==> src/rtl/eeprom_port_pkg.sv <==
// Shared constants for the EEPROM bit-bang port: control register bit positions.
// Assumes an eight-bit control register; software depends on these positions.
package eeprom_port_pkg;
    localparam int unsigned CTRL_W  = 8;
    localparam int unsigned BIT_OWN = 7;
    localparam int unsigned BIT_BSY = 6;
    localparam int unsigned BIT_REQ = 5;
    localparam int unsigned BIT_RDY = 4;
    localparam int unsigned BIT_CS  = 3;
    localparam int unsigned BIT_SK  = 2;
    localparam int unsigned BIT_DO  = 1;
    localparam int unsigned BIT_DI  = 0;
endpackage

==> src/rtl/eeprom_sync.sv <==
// Multi-flop synchronizer for the asynchronous EEPROM data-out pin.
// Assumes STAGES >= 2; the output is the last flop of the chain.
module eeprom_sync #(
    parameter int unsigned STAGES = 2
) (
    input  logic clk,
    input  logic rst_n,
    input  logic d_i,
    output logic q_o
);
    logic [STAGES-1:0] chain_q;

    // Shift the pin value through the flop chain.
    always_ff @(posedge clk) begin
        if (!rst_n) chain_q <= '0;
        else        chain_q <= {chain_q[STAGES-2:0], d_i};
    end

    assign q_o = chain_q[STAGES-1];
endmodule

==> src/rtl/eeprom_arb.sv <==
// Arbitration for the shared memory port.
// Samples the other user's busy flag once per cycle and takes ownership when a
// request is pending and the sampled busy flag is low. Ownership is dropped on
// the edge after the request is withdrawn.
module eeprom_arb (
    input  logic clk,
    input  logic rst_n,
    input  logic req_i,
    input  logic busy_i,
    output logic busy_s_o,
    output logic own_o,
    output logic grant_o
);
    logic busy_q;
    logic own_q;

    // Register the busy flag from the other port user.
    always_ff @(posedge clk) begin
        if (!rst_n) busy_q <= 1'b0;
        else        busy_q <= busy_i;
    end

    assign grant_o = req_i & ~own_q & ~busy_q;

    // Hold ownership while requested; take it on a grant.
    always_ff @(posedge clk) begin
        if (!rst_n)       own_q <= 1'b0;
        else if (!req_i)  own_q <= 1'b0;
        else if (grant_o) own_q <= 1'b1;
    end

    assign busy_s_o = busy_q;
    assign own_o    = own_q;
endmodule

==> src/rtl/eeprom_delay_timer.sv <==
// Ready flag generator.
// Sets ready at once on a first grant. While the port is owned, every register
// write clears ready and reloads a down-counter; ready returns when the counter
// runs out. A write that keeps the request reloads the full count; a releasing
// write only clears ready.
module eeprom_delay_timer #(
    parameter int unsigned DELAY_CYC = 40,
    parameter int unsigned CNT_W     = 6
) (
    input  logic clk,
    input  logic rst_n,
    input  logic own_i,
    input  logic grant_i,
    input  logic wr_i,
    input  logic keep_i,
    output logic ready_o
);
    logic [CNT_W-1:0] cnt_q;
    logic             ready_q;

    // Priority: no ownership, grant, owned write, count down.
    always_ff @(posedge clk) begin
        if (!rst_n) begin
            cnt_q   <= '0;
            ready_q <= 1'b0;
        end else if (!own_i && !grant_i) begin
            cnt_q   <= '0;
            ready_q <= 1'b0;
        end else if (grant_i) begin
            cnt_q   <= '0;
            ready_q <= 1'b1;
        end else if (wr_i) begin
            cnt_q   <= keep_i ? CNT_W'(DELAY_CYC) : '0;
            ready_q <= 1'b0;
        end else if (cnt_q != '0) begin
            cnt_q <= cnt_q - 1'b1;
            if (cnt_q == CNT_W'(1)) ready_q <= 1'b1;
        end
    end

    assign ready_o = ready_q;
endmodule

==> src/rtl/eeprom_bitbang_port.sv <==
// Register-controlled EEPROM bit-bang port on an arbitrated shared memory port.
// Holds the request and pin-control bits, gates the pins with ownership, and
// assembles the read-back value. Assumes DELAY_PS and CLK_PERIOD_PS give a
// nonzero delay count and that ee_di may be asynchronous.
module eeprom_bitbang_port
    import eeprom_port_pkg::*;
#(
    parameter int unsigned CLK_PERIOD_PS = 20000,
    parameter int unsigned DELAY_PS      = 800000,
    parameter int unsigned SYNC_STAGES   = 2
) (
    input  logic              clk,
    input  logic              rst_n,
    input  logic              wr_en,
    input  logic [CTRL_W-1:0] wr_data,
    output logic [CTRL_W-1:0] rd_data,
    input  logic              port_busy,
    output logic              port_own,
    output logic              ee_cs,
    output logic              ee_sk,
    output logic              ee_do,
    input  logic              ee_di
);
    localparam int unsigned DELAY_CYC = (DELAY_PS + CLK_PERIOD_PS - 1) / CLK_PERIOD_PS;
    localparam int unsigned CNT_W     = $clog2(DELAY_CYC + 1);

    logic req_q, cs_q, sk_q, do_q;
    logic own, grant, busy_s, ready, di_s;
    logic unused_wr_bits;

    assign unused_wr_bits = ^{wr_data[BIT_OWN], wr_data[BIT_BSY], wr_data[BIT_RDY], wr_data[BIT_DI]};

    // Capture the software-writable register bits.
    always_ff @(posedge clk) begin
        if (!rst_n) begin
            req_q <= 1'b0;
            cs_q  <= 1'b0;
            sk_q  <= 1'b0;
            do_q  <= 1'b0;
        end else if (wr_en) begin
            req_q <= wr_data[BIT_REQ];
            cs_q  <= wr_data[BIT_CS];
            sk_q  <= wr_data[BIT_SK];
            do_q  <= wr_data[BIT_DO];
        end
    end

    eeprom_arb u_arb (
        .clk      (clk),
        .rst_n    (rst_n),
        .req_i    (req_q),
        .busy_i   (port_busy),
        .busy_s_o (busy_s),
        .own_o    (own),
        .grant_o  (grant)
    );

    eeprom_delay_timer #(
        .DELAY_CYC (DELAY_CYC),
        .CNT_W     (CNT_W)
    ) u_timer (
        .clk     (clk),
        .rst_n   (rst_n),
        .own_i   (own),
        .grant_i (grant),
        .wr_i    (wr_en & own),
        .keep_i  (wr_data[BIT_REQ]),
        .ready_o (ready)
    );

    eeprom_sync #(
        .STAGES (SYNC_STAGES)
    ) u_di_sync (
        .clk   (clk),
        .rst_n (rst_n),
        .d_i   (ee_di),
        .q_o   (di_s)
    );

    // Pins are driven only while the shared port is owned.
    assign ee_cs    = own & cs_q;
    assign ee_sk    = own & sk_q;
    assign ee_do    = own & do_q;
    assign port_own = own;

    // Assemble the read-back value.
    always_comb begin
        rd_data          = '0;
        rd_data[BIT_OWN] = own;
        rd_data[BIT_BSY] = busy_s;
        rd_data[BIT_REQ] = req_q;
        rd_data[BIT_RDY] = ready;
        rd_data[BIT_CS]  = cs_q;
        rd_data[BIT_SK]  = sk_q;
        rd_data[BIT_DO]  = do_q;
        rd_data[BIT_DI]  = di_s;
    end
endmodule

==> config.mk <==
export PLATFORM = sky130hd
export DESIGN_NAME = eeprom_bitbang_port
export DESIGN_NICKNAME = d
export VERILOG_FILES = /design/src/rtl/eeprom_port_pkg.sv /design/src/rtl/eeprom_sync.sv /design/src/rtl/eeprom_arb.sv /design/src/rtl/eeprom_delay_timer.sv /design/src/rtl/eeprom_bitbang_port.sv
export SDC_FILE = /design/constraint.sdc
export NUM_CORES = 1
export LEC_CHECK = 0
export BUFFER_PORTS_ARGS = -buffer_cell sky130_fd_sc_hd__clkbuf_2
export CAP_MARGIN = 20
export CORE_AREA = 2 2 44 42
export CTS_CLUSTER_SIZE = 10
export DETAILED_ROUTE_END_ITERATION = 6
export DIE_AREA = 0 0 46 44
export GPL_TIMING_DRIVEN = 0
export HOLD_SLACK_MARGIN = 0.15
export PLACE_DENSITY = 0.87
export REMOVE_ABC_BUFFERS = 1
export SYNTH_ARGS = -nofsm -noshare
export SYNTH_HDL_FRONTEND = slang
export SYNTH_HIERARCHICAL = 1
export SYNTH_SLANG_ARGS = --single-unit
==> constraint.sdc <==
create_clock -name clk -period 2.7 [get_ports clk]
set_clock_uncertainty 0.15 [all_clocks]
set_input_delay 0 -clock clk [delete_from_list [all_inputs] [get_ports clk]]
set_output_delay 0 -clock clk [all_outputs]
set_load 0.02 [all_outputs]
# Word level (Yosys, flattened, before mapping)
# Cells that the tools add are included.
[classes] n_reduce_logical=11 n_eq_ne=1 n_bitwise=9 muxes=7 add_sub_neg=1
[ops] op="6-bit 2-to-1 mux" n=3
[ops] op="1-bit AND" n=6
[ops] op="6-bit by 1-bit equality test with 1-bit output, second input constant" n=1
[ops] op="3-bit nonzero test" n=2
[ops] op="6-bit nonzero test" n=1
[ops] op="6-bit by 1-bit subtractor with 6-bit output, second input constant" n=1
[ops] op="1-bit 2-to-1 mux" n=4
[ops] op="2-bit AND reduction" n=2
[ops] op="1-bit NOT" n=3
[ops] op="3-bit OR reduction" n=1
[ops] op="1-bit logical NOT" n=2
[ops] op="2-bit nonzero test" n=1
[ops] op="2-bit OR reduction" n=1
[ops] op="1-bit logical AND" n=1
[totals] output_inout_bits=12 wordCells=38 in_bits=13 ff_bits=15

# Depth between registers and ports, before layout
[depth] depth_word=6 mapped_depth=5 mapped_depth_nobuf=5

# Modules after synthesis
# The synthesis kept the hierarchy.
[by_module_without_submodules] mod="eeprom_delay_timer" area_per_inst_um2=390.4 seq_area_each_um2=140.1 instances=1 cells_per_inst=42
[by_module_without_submodules] mod="eeprom_bitbang_port" area_per_inst_um2=242.7 seq_area_each_um2=80.1 instances=1 cells_per_inst=25
[by_module_without_submodules] mod="eeprom_arb" area_per_inst_um2=75.1 seq_area_each_um2=40.0 instances=1 cells_per_inst=7
[by_module_without_submodules] mod="eeprom_sync" area_per_inst_um2=52.6 seq_area_each_um2=40.0 instances=1 cells_per_inst=4

# Worst setup path after synthesis
# Ideal clock, no wire load.
[synth_path] kind="register -> register" start="reg u_timer.cnt_q[0]" end="reg u_timer.cnt_q[3]" t_arrival_ns=1.280 n_path_buf=0 period_less_slack_ns=1.500 path_stages_with_launch=4 setup_slack_ns=1.200 cell_sequence="dfxtp_1 -> or4_4 -> a221o_1 -> a21oi_1"
[synth_between] elab_chain_cells=3 word_cells_on_any_way=5 cone_classes="1 x add/sub; 2 x mux; 2 x reduce/logical"
[synth_rtl] item="from (decl)" line_no="eeprom_delay_timer.sv:18" text="logic [CNT_W-1:0] cnt_q;"
[synth_rtl] item="from (signal assigned)" line_no="eeprom_delay_timer.sv:33" text="cnt_q <= keep_i ? CNT_W'(DELAY_CYC) : '0;"
[synth_rtl] item="from (signal assigned)" line_no="eeprom_delay_timer.sv:36" text="cnt_q <= cnt_q - 1'b1;"
[synth_rtl] item="6-bit by 1-bit subtractor with 6-bit output" line_no="eeprom_delay_timer.sv:36"
[synth_rtl] item="6-bit 2-to-1 mux" line_no="eeprom_delay_timer.sv:35" text="end else if (cnt_q != '0) begin"
[synth_rtl] item="6-bit 2-to-1 mux" line_no="eeprom_delay_timer.sv:32" text="end else if (wr_i) begin"
# Several ways; a longest one is shown, not always the timed one. The select of a mux whose other input is x is not followed.
# A chain may end at the register's enable or synchronous reset.

# Worst setup path in the final report
[layout_path] start="reg u_arb.own_q, in the netlist u_arb/own_o" end="reg u_timer.cnt_q[3]"
[layout_between] elab_chain_cells=6 word_cells_on_any_way=10 cone_classes="1 x mux; 4 x bitwise; 5 x reduce/logical"
[layout_rtl] item="from (decl)" line_no="eeprom_arb.sv:15" text="logic own_q;"
[layout_rtl] item="from (signal assigned)" line_no="eeprom_arb.sv:27" text="if (!rst_n) own_q <= 1'b0;"
[layout_rtl] item="from (signal assigned)" line_no="eeprom_arb.sv:28" text="else if (!req_i) own_q <= 1'b0;"
[layout_rtl] item="from (signal assigned)" line_no="eeprom_arb.sv:29" text="else if (grant_o) own_q <= 1'b1;"
[layout_rtl] item="1-bit NOT" line_no="eeprom_arb.sv:23" text="assign grant_o = req_i & ~own_q & ~busy_q;"
[layout_rtl] item="1-bit AND (2 in series)" line_no="eeprom_arb.sv:23"
[layout_rtl] item="1-bit logical NOT" line_no="eeprom_delay_timer.sv:26" text="end else if (!own_i && !grant_i) begin"
[layout_rtl] item="1-bit logical AND" line_no="eeprom_delay_timer.sv:26"
[layout_rtl] item="3-bit OR reduction (no source line)"
# Several ways; a longest one is shown, not always the timed one.

==> impl_metrics.toml <==
[outcome]
status = "finished clean"

[power]
power.sequential.fraction_pct = 54.5
clock_power_share_pct = 31.4
vdd_ir_drop_max_mv = 0.268
cellPowerDensity_nw_per_um2 = 422
pint_w = 0.000320
power_leakage_nw = 0.448
post-layout-total-power_w = 0.000429
power.share.combinational_pct = 14.1
p_sw_share_pct = 25.5
net_sw_power_w = 0.000110

[sta]
slew-limit-headroom_pct = 58.0
finalSetupTns_ps = 0
timing.final.max_slew_violations = 0
max_freq_ghz = 0.442
grt_setup_unrepaired = "false"
transition_time_at_the_pin_with_the_least_slew_margin_ps = 625
tmin_final_ps = 2260
fin_crit_sh_pct = 83.8
finalSetupViolCount = 0
final_critical_path_setup_slack_ps = 437
final-hold-violation-count = 0

[setup_path]
critPathArrivalTime_ps = 2350
worst_path_dominant_cell_family = "buffers and inverters"
critPathCaptureType = "flip-flop"
worst_path_largest_cell_delay_ps = 580
worst_path_slowest_cell = "sky130_fd_sc_hd__dlygate4sd3_1"
crit_type = "flip-flop to flip-flop"
crit_path_max_fanout = 10
critical_path.startpoint_type = "flip-flop"
critical_path_buf_inv_count = 2
critPathMostFrequentCell = "sky130_fd_sc_hd__dlygate4sd3_1"
crit_path_cell_trace = "and2_2 -> nand2_1 -> dlygate4sd3_1 -> a21oi_1 -> dlygate4sd3_1"
required_time_at_the_worst_slack_endpoint_ps = 2780

[finish]
num-fill-cells = 114
mostFrequentLayoutCells = "sky130_fd_sc_hd__clkbuf_2 (20), sky130_fd_sc_hd__dlygate4sd3_1 (18), sky130_fd_sc_hd__dfxtp_1 (15)"
layout_commonest_cell = "sky130_fd_sc_hd__clkbuf_2"
fin_cells = 127
multi_input_comb_area_um2 = 370
areaGrowthSynthToFinish_pct = 33.6
insertedDiodeCount = 0
layout-drive-gt1-share_pct = 25.2
final_core_util_pct = 64.4
number_of_nets_in_the_finished_design = 128
sequential_cell_area_um2 = 300

[clock_network]
h_tree_depth = 1
cts_tree = "yes"
clk_path_buf_depth = 2
clock_slew_at_reported_path_ffs_ps = 90
clock_insertion_delay_worst_skew_ps = 290
tritoncts_buffers = 3
clock_sink_count = 15
post-cts-setup-buffer-count = 0
clock_tree.root_cell = "sky130_fd_sc_hd__clkbuf_4"

[placed_design]
preCtsSetupSlack_ps = 1130
gp_congestion = 0.727
place.detailed.instances = 105
hpwl_um = 971
placement.io_buffers = 20

[floorplan]
die_h_um = 44
area_of_the_die_um2 = 2020
placeableCoreArea_um2 = 1580
chipWidth_um = 46
row_count = 14
start_util_pct = 48.3
io_pins = 25

[synthesis]
post_synth_instance_area_um2 = 761
yosysWarnings = 6
share_of_the_yosys_chip_area_belonging_to_registers_pct = 39.5
yosysUniqueCellTypes = 30
netlist_instances = 78
postSynthAreaPerCell_um2 = 9.75
ys_seq_elements = 15

[worst_hold_path]
hold_path_class = "primary input to flip-flop"

[grt]
grt_pass1_wl_um = 3060
first_global_vias = 684
gr-usage-all-layers_pct = 21.4
grt_antenna_before_repair = 0
maximum_number_of_pins_on_one_net_before_global_route_repair = 11
globalRoute.totalOverflow = 0

[route]
detail_route.vias_per_cell = 5.24
vias = 666
route.detailed.drc = 0
route.antenna.remaining_nets = 0
routed_wirelength_um = 1740
first_pass_iters = 4
drt_first_iter_violations = 8
wl_per_cell_um = 13.7

[flow_run]
drv_cap = 0
[path summary, 6_finish.rpt]
kind,start,cells past startpoint,slack (ps),end
worst max-delay path,u_arb/own_o,5,440,u_timer/cnt_q[3]
worst max register to register,u_arb/own_o,5,440,u_timer/cnt_q[3]
worst min register to register,req_q,2,340,u_arb/own_o
worst min-delay path,wr_en,5,180,u_timer/ready_o
[worst reg2reg max path, stage by stage (launching register included)]
cell and delay [ps]:
sky130_fd_sc_hd__dfxtp_1 500, sky130_fd_sc_hd__and2_2 240, sky130_fd_sc_hd__nand2_1 50, sky130_fd_sc_hd__dlygate4sd3_1 550
sky130_fd_sc_hd__a21oi_1 150, sky130_fd_sc_hd__dlygate4sd3_1 580
[cells by family (layout without fill, tap and decap cells)]
logic type | after synthesis | in the layout | synth area share [%]
AND/OR/NAND/NOR | 26 | 26 | 23.4
XOR/XNOR | 1 | 1 | 1.15
adder cells (fa/ha/maj) | 3 | 3 | 4.93
multiplexers | 4 | 4 | 5.26
AO/OA/AOI/OAI | 15 | 15 | 14.0
flip-flops | 15 | 15 | 39.5
buffers and inverters | 14 | 47 | 11.8
[layout make-up]
| class | instances | share of cell area (%) |
|---|---|---|
| Timing Repair Buffer | 38 | 27.6 |
| Multi-Input combinational cell | 49 | 36.5 |
| Clock buffer | 4 | 2.59 |
| Inverter | 5 | 1.85 |
| Sequential cell | 15 | 29.6 |
| Tap cell | 16 | 1.97 |
[synth_stat cells]
master,instances,area share (%)
sky130_fd_sc_hd__dfxtp_1,15,39
sky130_fd_sc_hd__buf_4,8,7.9
sky130_fd_sc_hd__and2_1,7,5.8
sky130_fd_sc_hd__a21oi_1,5,3.3
sky130_fd_sc_hd__inv_1,5,2.5
sky130_fd_sc_hd__nor2b_1,5,4.1
sky130_fd_sc_hd__mux2i_1,4,5.3
sky130_fd_sc_hd__ha_1,3,4.9
sky130_fd_sc_hd__nand2_1,3,1.5
sky130_fd_sc_hd__a21boi_0,2,2.0
sky130_fd_sc_hd__nor3b_1,2,2.0
sky130_fd_sc_hd__a211o_1,1,1.2
sky130_fd_sc_hd__a211oi_1,1,0.99
sky130_fd_sc_hd__a21oi_2,1,1.2
sky130_fd_sc_hd__a221o_1,1,1.3
sky130_fd_sc_hd__and2_2,1,0.99
sky130_fd_sc_hd__buf_6,1,1.5
sky130_fd_sc_hd__nand2b_1,1,0.82
sky130_fd_sc_hd__nand3_1,1,0.66
sky130_fd_sc_hd__nand3b_1,1,0.99
sky130_fd_sc_hd__nand4b_1,1,1.2
sky130_fd_sc_hd__nor3_1,1,0.66
sky130_fd_sc_hd__nor3b_2,1,1.6
sky130_fd_sc_hd__nor4_2,1,1.6
sky130_fd_sc_hd__o21ai_0,1,0.66
sky130_fd_sc_hd__o21bai_1,1,0.99
sky130_fd_sc_hd__o31ai_1,1,0.99
sky130_fd_sc_hd__o41a_1,1,1.5
sky130_fd_sc_hd__or4_4,1,1.5
sky130_fd_sc_hd__xnor2_1,1,1.2
[per-stage QoR]
step                hold slack (ps)  area (um2)
floorplan                     -28.3         689
finish                          183        1020
global placement               54.5         810
global route                    252        1020
detailed placement             54.1         810
CTS                             183        1020
[power groups by stage]
stage	registers, W	logic (W)	clock network, W
floorplan	0.000245	0.0000132	0
global placement	0.000238	0.0000372	0
detailed placement	0.000238	0.0000380	0
CTS	0.000233	0.0000579	0.000133
global route	0.000235	0.0000648	0.000143
finish	0.000234	0.0000605	0.000135
[timing repair]
action                                 CTS  global route
resized for setup                        0             0
endpoints found under the hold margin   11             0
hold buffers                            18             0
[per-layer routing]
metal  routed length, um  GRT usage [%]  up-vias
li1                    -              -      329
met1                 719           23.1      305
met2                 882           37.8       24
met3                  85           4.17        8
met4                  56           12.0        0
met5                   0              0        -
[registers in the layout (all words and copies together), names as in the netlist]
signal             flops
u_timer/ready_o        1
do_q                   1
sk_q                   1
req_q                  1
cs_q                   1
u_timer/cnt_q          6
u_arb/own_o            1
u_arb/busy_s_o         1
u_di_sync/chain_q      2
Note: power is estimated with default switching activity, not from simulation.
